File: src/rtl/stpg_pkg.sv
package stpg_pkg;
  typedef enum logic [1:0] {
    STP_KEEP  = 2'd0,
    STP_DISC  = 2'd1,
    STP_LEARN = 2'd2,
    STP_FWD   = 2'd3
  } stp_state_e;

  typedef enum logic [1:0] {
    LM_OFF  = 2'd0,
    LM_RSVD = 2'd1,
    LM_ON   = 2'd2,
    LM_SEC  = 2'd3
  } lrn_mode_e;
endpackage

File: src/rtl/stpg_state_table.sv
module stpg_state_table
  import stpg_pkg::*;
#(
  parameter int IDX_W = 10
) (
  input  logic             clk_i,
  input  logic             rst_ni,
  input  logic             we_i,
  input  logic [IDX_W-1:0] wr_idx_i,
  input  stp_state_e       wr_code_i,
  input  logic [IDX_W-1:0] rd_idx_i,
  output stp_state_e       rd_state_o
);
  localparam int DEPTH = 1 << IDX_W;

  stp_state_e mem_q [DEPTH];

  always_ff @(posedge clk_i or negedge rst_ni) begin
    if (!rst_ni) begin
      for (int i = 0; i < DEPTH; i++) mem_q[i] <= STP_DISC;
    end else if (we_i && wr_code_i != STP_KEEP) begin
      mem_q[wr_idx_i] <= wr_code_i;
    end
  end

  assign rd_state_o = mem_q[rd_idx_i];

  // keep code must not alter the addressed entry
  a_r3_keep_code: assert property (@(posedge clk_i) disable iff (!rst_ni)
    (we_i && wr_code_i == STP_KEEP) |=> (mem_q[$past(wr_idx_i)] == $past(mem_q[wr_idx_i])));

  // code 0 is never stored, so reads never return it
  a_r1_no_keep_stored: assert property (@(posedge clk_i) disable iff (!rst_ni)
    rd_state_o != STP_KEEP);
endmodule

File: src/rtl/stpg_learn_cfg.sv
module stpg_learn_cfg
  import stpg_pkg::*;
#(
  parameter int NUM_PORTS = 4,
  parameter int PORT_W    = 2
) (
  input  logic              clk_i,
  input  logic              rst_ni,
  input  logic              we_i,
  input  logic [PORT_W-1:0] wr_port_i,
  input  lrn_mode_e         wr_mode_i,
  input  logic [PORT_W-1:0] rd_port_i,
  output lrn_mode_e         rd_mode_o
);
  lrn_mode_e mode_q [NUM_PORTS];

  for (genvar p = 0; p < NUM_PORTS; p++) begin : g_port
    always_ff @(posedge clk_i or negedge rst_ni) begin
      if (!rst_ni) mode_q[p] <= LM_OFF;
      else if (we_i && wr_port_i == PORT_W'(p)) mode_q[p] <= wr_mode_i;
    end
  end

  lrn_mode_e raw_mode;

  always_comb begin
    raw_mode = LM_OFF;
    for (int p = 0; p < NUM_PORTS; p++)
      if (rd_port_i == PORT_W'(p)) raw_mode = mode_q[p];
  end

  // reserved code behaves as disabled
  assign rd_mode_o = (raw_mode == LM_RSVD) ? LM_OFF : raw_mode;

  // reserved code never leaves this block
  a_r4_no_reserved: assert property (@(posedge clk_i) disable iff (!rst_ni)
    rd_mode_o != LM_RSVD);
endmodule

File: src/rtl/stpg_decide.sv
module stpg_decide
  import stpg_pkg::*;
(
  input  stp_state_e state_i,
  input  lrn_mode_e  mode_i,
  input  logic       foreign_i,
  output logic       learn_o,
  output logic       fwd_o,
  output logic       drop_o
);
  logic st_lrn_ok;
  logic sec_bad;

  assign st_lrn_ok = (state_i == STP_LEARN) || (state_i == STP_FWD);
  assign sec_bad   = (mode_i == LM_SEC) && foreign_i;
  assign learn_o   = st_lrn_ok && (mode_i == LM_ON);
  assign fwd_o     = (state_i == STP_FWD) && !sec_bad;
  assign drop_o    = !fwd_o;
endmodule

File: src/rtl/vlan_stp_gate.sv
module vlan_stp_gate
  import stpg_pkg::*;
#(
  parameter int NUM_PORTS = 4,
  parameter int VID_W     = 8,
  localparam int PORT_W   = (NUM_PORTS > 1) ? $clog2(NUM_PORTS) : 1
) (
  input  logic              clk_i,
  input  logic              rst_ni,
  input  logic              st_we_i,
  input  logic [PORT_W-1:0] st_port_i,
  input  logic [VID_W-1:0]  st_vid_i,
  input  logic [1:0]        st_code_i,
  input  logic              lm_we_i,
  input  logic [PORT_W-1:0] lm_port_i,
  input  logic [1:0]        lm_mode_i,
  input  logic              req_i,
  input  logic [PORT_W-1:0] req_port_i,
  input  logic [VID_W-1:0]  req_vid_i,
  input  logic              req_foreign_i,
  output logic              vld_o,
  output logic              learn_o,
  output logic              fwd_o,
  output logic              drop_o
);
  localparam int IDX_W = PORT_W + VID_W;

  stp_state_e lk_state;
  lrn_mode_e  lk_mode;
  logic       d_learn, d_fwd, d_drop;

  stpg_state_table #(.IDX_W(IDX_W)) u_tbl (
    .clk_i      (clk_i),
    .rst_ni     (rst_ni),
    .we_i       (st_we_i),
    .wr_idx_i   ({st_port_i, st_vid_i}),
    .wr_code_i  (stp_state_e'(st_code_i)),
    .rd_idx_i   ({req_port_i, req_vid_i}),
    .rd_state_o (lk_state)
  );

  stpg_learn_cfg #(.NUM_PORTS(NUM_PORTS), .PORT_W(PORT_W)) u_cfg (
    .clk_i     (clk_i),
    .rst_ni    (rst_ni),
    .we_i      (lm_we_i),
    .wr_port_i (lm_port_i),
    .wr_mode_i (lrn_mode_e'(lm_mode_i)),
    .rd_port_i (req_port_i),
    .rd_mode_o (lk_mode)
  );

  stpg_decide u_dec (
    .state_i   (lk_state),
    .mode_i    (lk_mode),
    .foreign_i (req_foreign_i),
    .learn_o   (d_learn),
    .fwd_o     (d_fwd),
    .drop_o    (d_drop)
  );

  always_ff @(posedge clk_i or negedge rst_ni) begin
    if (!rst_ni) begin
      vld_o   <= 1'b0;
      learn_o <= 1'b0;
      fwd_o   <= 1'b0;
      drop_o  <= 1'b0;
    end else begin
      vld_o   <= req_i;
      learn_o <= req_i && d_learn;
      fwd_o   <= req_i && d_fwd;
      drop_o  <= req_i && d_drop;
    end
  end

  // fixed one-cycle latency
  a_r8_lat_req: assert property (@(posedge clk_i) disable iff (!rst_ni)
    req_i |=> vld_o);
  a_r8_lat_idle: assert property (@(posedge clk_i) disable iff (!rst_ni)
    !req_i |=> !vld_o);
  a_r8_quiet: assert property (@(posedge clk_i) disable iff (!rst_ni)
    !vld_o |-> !(learn_o || fwd_o || drop_o));


  a_r7_one_of: assert property (@(posedge clk_i) disable iff (!rst_ni)
    vld_o |-> (fwd_o != drop_o));


  a_r5_learn_mode: assert property (@(posedge clk_i) disable iff (!rst_ni)
    (req_i && lk_mode != LM_ON) |=> !learn_o);
  a_r5_learn_state: assert property (@(posedge clk_i) disable iff (!rst_ni)
    (req_i && lk_state == STP_DISC) |=> (!learn_o && !fwd_o));


  a_r6_sec_bad: assert property (@(posedge clk_i) disable iff (!rst_ni)
    (req_i && lk_mode == LM_SEC && req_foreign_i) |=> (drop_o && !learn_o));
endmodule

File: config.mk
export PLATFORM = sky130hd
export DESIGN_NAME = vlan_stp_gate
export DESIGN_NICKNAME = d
export VERILOG_FILES = /design/src/rtl/stpg_pkg.sv /design/src/rtl/stpg_state_table.sv /design/src/rtl/stpg_learn_cfg.sv /design/src/rtl/stpg_decide.sv /design/src/rtl/vlan_stp_gate.sv
export SDC_FILE = /design/constraint.sdc
export NUM_CORES = 2
export LEC_CHECK = 0
export BUFFER_PORTS_ARGS = -buffer_cell sky130_fd_sc_hd__buf_2
export CORE_ASPECT_RATIO = 0.6
export CORE_MARGIN = 3
export CORE_UTILIZATION = 60
export CTS_BUF_LIST = sky130_fd_sc_hd__clkbuf_8
export DETAILED_ROUTE_END_ITERATION = 6
export GPL_ROUTABILITY_DRIVEN = 0
export HOLD_SLACK_MARGIN = 0.08
export PLACE_DENSITY = 0.86
export SYNTH_ARGS = -nofsm -noshare
export SYNTH_HDL_FRONTEND = slang
export SYNTH_HIERARCHICAL = 1
export SYNTH_SLANG_ARGS = --single-unit
File: constraint.sdc
create_clock -name clk_i -period 7.1 [get_ports clk_i]
set_clock_uncertainty 0.15 [all_clocks]
set_input_delay 0.355 -clock clk_i [delete_from_list [all_inputs] [get_ports clk_i]]
set_output_delay 0.355 -clock clk_i [all_outputs]
set_load 0.03 [all_outputs]
==> metrics.md <==
| Metric | Value |
|---|---|
| RSZ-0062 raised after global routing | false |
| Grt ovf | 0 |
| Nets | 7139 |
| Die width | around 530 um |
| Area contributors post-synth | dfstp_2 (27%), dfrtp_1 (26%), mux2_2 (22%), mux4_2 (9.4%), nand2_1 (2.7%) |
| Data required, critical path | roughly 7.8 ns |
| Maximum vdd ir drop | 0.2016 mV |
| Run status | finished with violations |
| Initial antenna violation count | 18 |
| Htree depth | 5 |
| Max FO, Critical Path | 63 |
| Dpl hpwl | ~180000 um |
| Slew headroom | -0.02899 |
| Total GRT Usage | 0.3453 |
| Clk buf depth | 4 |
| Leakage dissipation | ~47 nW |
| Sequential fraction of the synthesis area | 0.5310 |
| Area growth syn-to-layout | 8.190% |
| Worst Setup End Kind | flip-flop |
| Routed WL | just under 300000 um |
| Setup Total Neg Slack | 0 ns |
| Max frequency | 0.2029 GHz |
| Failing checks | capacitance limit, slew limit |
| Hold path cells | 3 |
| Worst-path clk slew | 0.06 ns |
| Post-Place Cell Area | a little over 100000 um2 |
| Fill cells | 11.05k |
| Clk sink count | roughly 2.1k |
| Post-DR wirelength/cell | a little over 30 um |
| DRT antenna net count | 0 |
| Cell Rows | ~120 |
| Pin count of the biggest net entering global routing | between 200 and 250 |
| First-pass GRT wire length | roughly 440000 um |
| Hold Path Origin | req_i |
| Post-synth EDFFs | 0 |
| Setup violations, final | 0 |
| R2R Path End | learn_o |
| Max Cap Viol | 2 |
| Layout Cells excl Fill | between 9k and 10k |
| Inserted Clock Buffers | 302 |
| Worst-margin pin slew | between 1.5 and 2 ns |
| Vias in the first global route | 67.83k |
| Root buf cell | clkbuf_8 |
| R2R depth | 9 |
| Drt first pass iters | 6 |
| Post-synth top area share | 0.2704 |
| Dpl ws | approximately 1.6 ns |
| Total count of hold-check failures in the final report | 0 |
| Yosys cell types | between 60 and 70 |
| Tcrit/Tclk final | 0.6941 |
| Ys Warns | 6 |
| Core area | roughly 160000 um2 |
| Top-Level Pins | 36 |
| Most frequent cell after synthesis | mux2_2 |
| Post-CTS setup repair buffer count | 0 |
| Layout cell share with drive strength beyond 1 | 0.5575 |
| Pwr per Cell Area | around 220 nW/um2 |
| Syn_area_per_cell | 13.83 um2 |
| Syn nets | between 7k and 8k |
| CP Launch Point | req_vid_i[0] |
| Critical Path AT | 5.59 ns |
| TritonCTS clock tree | yes |
| Ys async rst share | 1.000 |
| Starting density of the core | 0.6055 |
| Mapped Cells | about 7.2k |
| Worst hold endpoint | fwd_o |
| Post-layout min period | around 4.9 ns |
| Setup slack, reg-to-reg | roughly 2.5 ns |
| Final total power | between 20 and 25 mW |
| Die H | 321.4 um |
| Yosys reg bits | ~2.1k |
| Worst Setup Slack, final | about 2.2 ns |
| Via count | about 66k |
| Hold WS | approximately 0.14 ns |
| Final core utilization | 0.6551 |
| Startpoint types | primary input |
| Final Max Slew Viols | 2 |
| Worst-Skew Late Latency | 0.94 ns |
| Fin area | about 110000 um2 |
| Port Buffers | 35 |
| Mapped cell area | ~100000 um2 |
| Reg2Reg Launch Point | u_tbl/mem_q[1959] |
| # DRC | 0 |
| Critical path class | primary input to flip-flop |
| Synth top cells by count | mux2_2 (1986), dfrtp_1 (1036), dfstp_2 (1024) |
| Initial DRC count | approximately 9.0k |
| Largest area contributor in the netlist | dfstp_2 |
| Placed cells | 9002 |
| Hold WC Path Type | primary input to flip-flop |
| Vias per cell | 6.905 |
| Top_reg_cell synth | dfrtp_1 |
| Die area | ~170000 um2 |
registers in the layout, summed over array words and instances (netlist names):
register	cells
u_tbl/mem_q	2048
fwd_o	1
learn_o	1
vld_o	1
u_cfg/mode_q	8
drop_o	1
cells by family after synthesis:
| logic type | synth area share |
|---|---|
| buffers and inverters | 0.02970 |
| muxes | 0.3545 |
| and+or+nand+nor | 0.05742 |
| AOI/OAI and AO/OA | 0.02744 |
| DFF | 0.5310 |
layout by cell type (no fill, tap or decap), drive strengths merged, types with 7 or more instances in the layout:
cell type and instances:
diode 17, clkinv 18, nor4 10, dlygate4sd3 23, a221oi 10, nor3b 8, mux2i 233, buf 191
nand4 10, nand3b 8, nor2b 11, a22oi 51, clkinvlp 8, nand2b 11, o22ai 49, bufinv 8
a21oi 89, a22o 7, nor2 493, o221ai 89, o21ai 47, a211oi 19, dfstp 1024, mux2 2060
mux4 430, nand2 719, or3 7, clkbuf 372, and2 10, a2111oi 7, dfrtp 1036, nand3 42
nor3 52, or2 7, inv 140
what timing repair did:
action                     4_1_cts  5_1_grt
hold endpoints to repair       530        0
setup endpoints to repair        0        0
resized for setup                0        0
hold buffers                    24        0
power by group:
part / total [mW] / switching (mW) / internal (mW) / leakage, nW
registers: 12.0 / 0.0855 / 12.0 / 25.0
clock network: 9.74 / 4.71 / 5.03 / 3.58
logic: 1.52 / 1.09 / 0.428 / 18.4
total: 23.3 / 5.88 / 17.4 / 47.0
area by class of cell:
cell class,instances,area (um2),area share
clock buffers,372,5120,0.04756
clock inverters,169,937.1,0.008706
flip-flops and latches,2060,52830,0.4908
diodes,17,42.54,0.0003952
inverters,5,23.77,0.0002208
well taps,2223,2781,0.02584
multi-input cells,4524,43990,0.4087
repair buffers,214,1919,0.01783
metal layers:
| metal | track usage | vias to the layer above | routed length [um] |
|---|---|---|---|
| met1 | 0.4790 | 34570 | 114800 |
| met3 | 0.1551 | 923 | 45030 |
| met2 | 0.4747 | 4545 | 123800 |
| met4 | 0.1394 | 14 | 12990 |
| met5 | 0 | - | 95 |
| li1 | - | 26130 | - |
critical path, cell delays in order:
cell	delay, ns
buf_8	0.59
buf_12	0.49
mux4_1	0.63
mux4_2	0.48
a211o_1	0.34
nor3_1	1.16
or3_4	0.41
o41ai_2	0.15
a221o_1	0.43
and3b_2	0.23
and2_1	0.15
worst max path at each step:
stage	to	slack (ns)	cells past startpoint
2_1_floorplan	learn_o	3.80	11
3_5_place_dp	learn_o	1.62	11
5_1_grt	learn_o	2.26	11
6_report	learn_o	2.17	11
4_1_cts	learn_o	2.62	11
3_3_place_gp	learn_o	1.69	11
(Power assumes the default switching activity.)
